===== src/rtl/runtest_engine.sv =====
module runtest_engine #(
  parameter int HALF = 8,
  parameter logic [2*HALF-1:0] WIDE_TAPS = 16'h8805,
  parameter logic [HALF-1:0] HALF_TAPS = 8'h8E,
  parameter logic [1:0] CTL_INIT = 2'b10
) (
  input  logic            tck,
  input  logic            rst_n,
  input  logic            tlr,
  input  logic            ctl_sel,
  input  logic            shift_dr,
  input  logic            update_dr,
  input  logic            tdi,
  input  logic            run_en,
  input  logic            toggle_en,
  input  logic [HALF-1:0] pin_d,
  input  logic [HALF-1:0] in_cells,
  input  logic [HALF-1:0] out_cells,
  output logic            ctl_tdo,
  output logic            cell_step,
  output logic [HALF-1:0] next_in,
  output logic [HALF-1:0] next_out,
  output logic            in_upd,
  output logic            out_upd
);
  localparam int WIDE = 2 * HALF;
  localparam logic [1:0] M_SAMPLE = 2'b00;
  localparam logic [1:0] M_PRPG   = 2'b01;
  localparam logic [1:0] M_PSA    = 2'b10;

  logic [1:0] ctl_sh, ctl_q;

  always_ff @(posedge tck or negedge rst_n)
    if (!rst_n)                    ctl_sh <= CTL_INIT;
    else if (tlr)                  ctl_sh <= CTL_INIT;
    else if (ctl_sel && shift_dr)  ctl_sh <= {tdi, ctl_sh[1]};

  always_ff @(negedge tck or negedge rst_n)
    if (!rst_n)                    ctl_q <= CTL_INIT;
    else if (tlr)                  ctl_q <= CTL_INIT;
    else if (ctl_sel && update_dr) ctl_q <= ctl_sh;

  assign ctl_tdo = ctl_sh[0];

  function automatic logic [WIDE-1:0] step_wide(input logic [WIDE-1:0] v);
    return {v[WIDE-2:0], ^(v & WIDE_TAPS)};
  endfunction

  function automatic logic [HALF-1:0] step_half(input logic [HALF-1:0] v);
    return {v[HALF-2:0], ^(v & HALF_TAPS)};
  endfunction

  logic [WIDE-1:0] wide_gen;
  assign wide_gen  = step_wide({in_cells, out_cells});
  assign cell_step = run_en | toggle_en;

  logic upd_in_c, upd_out_c;

  always_comb begin
    next_in   = in_cells;
    next_out  = out_cells;
    upd_in_c  = 1'b0;
    upd_out_c = 1'b0;
    if (toggle_en) begin
      next_out  = ~out_cells;
      upd_out_c = 1'b1;
    end else if (run_en) begin
      upd_in_c  = 1'b1;
      upd_out_c = (ctl_q != M_PSA);
      case (ctl_q)
        M_SAMPLE: begin
          next_in  = pin_d;
          next_out = ~out_cells;
        end
        M_PRPG:   {next_in, next_out} = wide_gen;
        M_PSA:    {next_in, next_out} = wide_gen ^ {pin_d, pin_d};
        default: begin
          next_in  = step_half(in_cells) ^ pin_d;
          next_out = step_half(out_cells);
        end
      endcase
    end
  end

  always_ff @(posedge tck or negedge rst_n)
    if (!rst_n) begin
      in_upd  <= 1'b0;
      out_upd <= 1'b0;
    end else begin
      in_upd  <= upd_in_c;
      out_upd <= upd_out_c;
    end
endmodule


===== config.mk =====
export PLATFORM = sky130hd
export DESIGN_NAME = runtest_engine
export DESIGN_NICKNAME = d
export VERILOG_FILES = /design/src/rtl/runtest_engine.sv
export SDC_FILE = /design/constraint.sdc
export NUM_CORES = 1
export LEC_CHECK = 0
export ABC_AREA = 1
export BUFFER_PORTS_ARGS = -buffer_cell sky130_fd_sc_hd__buf_2
export CORE_MARGIN = 5
export CORE_UTILIZATION = 49
export DETAILED_ROUTE_END_ITERATION = 7
export MAX_ROUTING_LAYER = met4
export PLACE_DENSITY_LB_ADDON = 0.3
export SLEW_MARGIN = 10
export SYNTH_ARGS = -nofsm -noshare
export SYNTH_HDL_FRONTEND = slang
export SYNTH_SLANG_ARGS = --single-unit

===== constraint.sdc =====
create_clock -name tck -period 3.55 [get_ports tck]
set_input_delay 0.5325 -clock tck [delete_from_list [all_inputs] [get_ports tck]]
set_output_delay 0.5325 -clock tck [all_outputs]
set_load 0.005 [all_outputs]

---- Word level (Yosys, flattened, before mapping) ----
Index checks and enable logic that the tools add are counted.
word-level totals
  output and inout port bits .............. 20
  logic and storage cells ................. 33
  input bits .............................. 33
  flip-flop bits (word level) ............. 6
operators by class
  mux-type cells .......................... 14
  eq/ne operators ......................... 3
  reduce and logical (&&, ||, !) cells .... 8
  bitwise gates (word level) .............. 4
operators with widths
  operator                                        number
  one-hot mux 8 bit (3 select lines)              2
  2-to-1 mux 8 bit                                4
  XOR reduction 16 bit                            1
  XOR reduction 8 bit                             2
  bitwise XOR 16 bit                              1
  2-to-1 mux 2 bit                                4
  NOT 8 bit                                       1
  bitwise XOR 8 bit                               1
  2-to-1 mux 1 bit                                4
  nonzero test 2 bit                              2
  == test 2 x 1 -> 1 bit (second input constant)  1
  == test 2 bit (second input constant)           1
  logical AND 1 bit                               2
  logical NOT 2 bit                               1
  inequality test 2 bit (second input constant)   1
  OR 1 bit                                        1

---- Logic depth before layout (Yosys ltp) ----
  word-level depth ........................ 5
  depth in mapped cells ................... 11
  mapped depth without buffers ............ 10

==> results.json <==
{
  "worst_pin_slew_ns": 0.561,
  "clk_path_buf_depth": 2,
  "vias": 1458,
  "cts_tree": "done",
  "synth_top_area_frac": 0.248,
  "ff2ff_path_depth": 3,
  "wire_per_inst_um": 13.5,
  "holdBufCountCts": 0,
  "max_cap_viol_count": 0,
  "p_leak_uw": 0.000858,
  "setup_ws_ns": -0.365,
  "crit_fanout": 5,
  "arrival_ns": 3.38,
  "cp-startpoint": "ctl_q[1]",
  "rsz0062_at_grt": "true",
  "viasPerCell": 5.26,
  "min_path_type": "in2async",
  "power_frac_comb": 0.558,
  "setup_tns_ns": -5.23,
  "diodes": 0,
  "cts_inserted_buffers": 3,
  "slowest_delay_ns": 0.62,
  "first_global_vias": 1347,
  "yosysWarnings": 0,
  "slowest_stage": "dfstp_2",
  "clk_latency_ns": 0.31,
  "die_x_um": 56.5,
  "synthArstFlopShare": 1.00,
  "pre_cts_ws_ns": -0.0176,
  "mappedNetlistArea_um2": 1060,
  "final.setup_skew_ns": 0.0543,
  "synth.distinct_cells": 25,
  "p_per_area_nw_per_um2": 222,
  "finalHoldViolCount": 0,
  "synthTopCellsByArea": "nand2_1 25%, xnor2_1 7.4%, a21oi_1 7.1%",
  "r2r-end": "out_upd",
  "ctsRootBufferMaster": "clkbuf_4",
  "synth_top_cell_by_area": "nand2_1",
  "power.share.clock": 0.218,
  "cpLargestDelayFamily": "flip-flops",
  "dieArea_um2": 3190,
  "drc": 0,
  "switching_share": 0.412,
  "maxSlewViolCount": 0,
  "synth_common_cells": "70 x nand2_1, 18 x inv_1, 15 x a21oi_1",
  "syn2layout_area_growth_pct": 48.8,
  "final_util": 0.787,
  "dr.first_iter.drc_count": 47,
  "grt_use_total": 0.227,
  "violations": "setup timing",
  "path_cells": "buf_6 -> buf_4 -> nand2_2 -> nand2_2 -> a21oi_2 -> a21oi_2 -> buf_2",
  "seq_power_share": 0.224,
  "start_kind": "register",
  "synthCells": 188,
  "drive_gt1_frac": 0.440,
  "grt_pass1_wl_mm": 5.70,
  "yosysMostFrequentCell": "nand2_1",
  "dp_hpwl_mm": 2.57,
  "setup_violations": 16,
  "grt-ovfl-total": 0,
  "synth-seq-cells": 6,
  "p_int_uw": 206,
  "drt_pass1_iterations": 4,
  "r2r_slack_ns": 0.61,
  "nets": 284,
  "top_level_ports": 53,
  "synth_fp_nets": 221,
  "die_h_um": 56.5,
  "postSynthAreaPerCell_um2": 5.63,
  "ys_seq_area_frac": 0.144,
  "path_buf_inv": 3,
  "critical_path_class": "reg2out",
  "antenna_found_initial": 0,
  "io_buffers": 52,
  "grt_max_degree": 18,
  "initial_core_util": 0.529,
  "clkTransAtPathRegs_ns": 0.05,
  "switchingPower_uw": 144,
  "r2r_start": "ctl_q[1]",
  "gp_congestion": 0.929,
  "status": "finished with violations",
  "critPathRequiredTime_ns": 3.02,
  "slew_headroom": 0.625,
  "crit_path_end_kind": "primary output",
  "coreArea_um2": 2000,
  "finalWirelength_mm": 3.74,
  "fp-row-count": 16,
  "cts_sinks": 6,
  "cts_htree_levels": 1,
  "irDropWorstVdd_uv": 198,
  "ant_nets": 0,
  "synth_edf_count": 0,
  "synth_ff_type": "dfrtp_1"
}
-- placed cells by master (no fill, tap or decap), types with 3 or more instances in the layout --
| cell | n |
|---|---|
| a21oi_1 | 6 |
| a21oi_2 | 9 |
| buf_2 | 52 |
| buf_4 | 7 |
| buf_6 | 6 |
| clkbuf_4 | 3 |
| dfrtp_1 | 3 |
| inv_1 | 16 |
| nand2_1 | 59 |
| nand2_2 | 11 |
| nand2_4 | 3 |
| nand3_1 | 10 |
| nand3_2 | 3 |
| nor2_1 | 9 |
| nor2_4 | 4 |
| o211ai_1 | 5 |
| o21ai_0 | 7 |
| o21ai_1 | 4 |
| xnor2_1 | 8 |
| xor2_1 | 7 |
-- per-layer routing --
metal / track usage / up-vias / wire length, um
li1: - / 723 / -
met1: 0.262 / 657 / 1440
met2: 0.370 / 64 / 1860
met3: 0.0482 / 14 / 299
met4: 0.112 / 0 / 138
met5: - / - / 0
-- worst reg2reg max path, delay by kind of cell, from the launching register on --
kind / cells / cell delay [ns]
flops: 1 / 0.62
buf+inv: 1 / 0.08
simple gates: 1 / 0.15
compound gates: 1 / 0.12
-- cell type report --
class | instances | area, um2
clock inverter | 1 | 3.75
clock buffer | 4 | 26.3
fill | 167 | 427
inverter | 22 | 95.1
sequential | 6 | 153
multi-input combinational | 151 | 877
tap | 27 | 33.8
timing repair inverter | 1 | 6.26
timing repair buffer | 65 | 380
-- power groups by stage --
stage | logic, uW | registers [uW] | clock network [uW]
after floorplan | 102 | 77.1 | 3.52
after CTS | 177 | 77.5 | 77.3
after global placement | 161 | 77.8 | 3.52
after global routing | 215 | 78.7 | 81.7
final | 195 | 78.2 | 76.3
after detailed placement | 163 | 78.0 | 3.52
-- state kept, by name, indices dropped and copies added, names as in the netlist --
register / flops
in_upd: 1
ctl_sh: 2
ctl_q: 2
out_upd: 1
-- how the worst max path moves through the flow --
| stage | endpoint | slack (ns) | cells past startpoint |
|---|---|---|---|
| after floorplan | next_in[3] | 0.07 | 7 |
| after global placement | next_in[4] | -0.01 | 6 |
| after detailed placement | next_in[4] | -0.02 | 6 |
| after CTS | next_in[3] | -0.31 | 6 |
| after global routing | next_out[6] | -0.44 | 7 |
| final | next_in[0] | -0.36 | 7 |
-- through the flow --
step,instance area [um2],hold WS [ns],instances,total power [uW]
final,1580,0.0926,277,350
after global routing,1580,0.0874,277,376
after CTS,1470,0.0911,273,332
after detailed placement,1360,0.365,267,245
after global placement,1360,0.361,267,242
after floorplan,1060,0.237,188,183
-- cell families after synthesis --
kind of cell / synth area share
AND/OR/NAND/NOR: 0.398
XOR/XNOR: 0.132
AO/OA/AOI/OAI: 0.191
buffers and inverters: 0.134
flip-flops: 0.144
-- timing repair --
| action | CTS | global route |
|---|---|---|
| gates cloned | 1 | 0 |
| endpoints found under the hold margin | 0 | 0 |
| setup endpoints to repair | 16 | 16 |
| gates resized for setup | 28 | 21 |
| setup buffers | 1 | 4 |
| pin swaps | 8 | 10 |
Power figures use the tool's default switching activity.
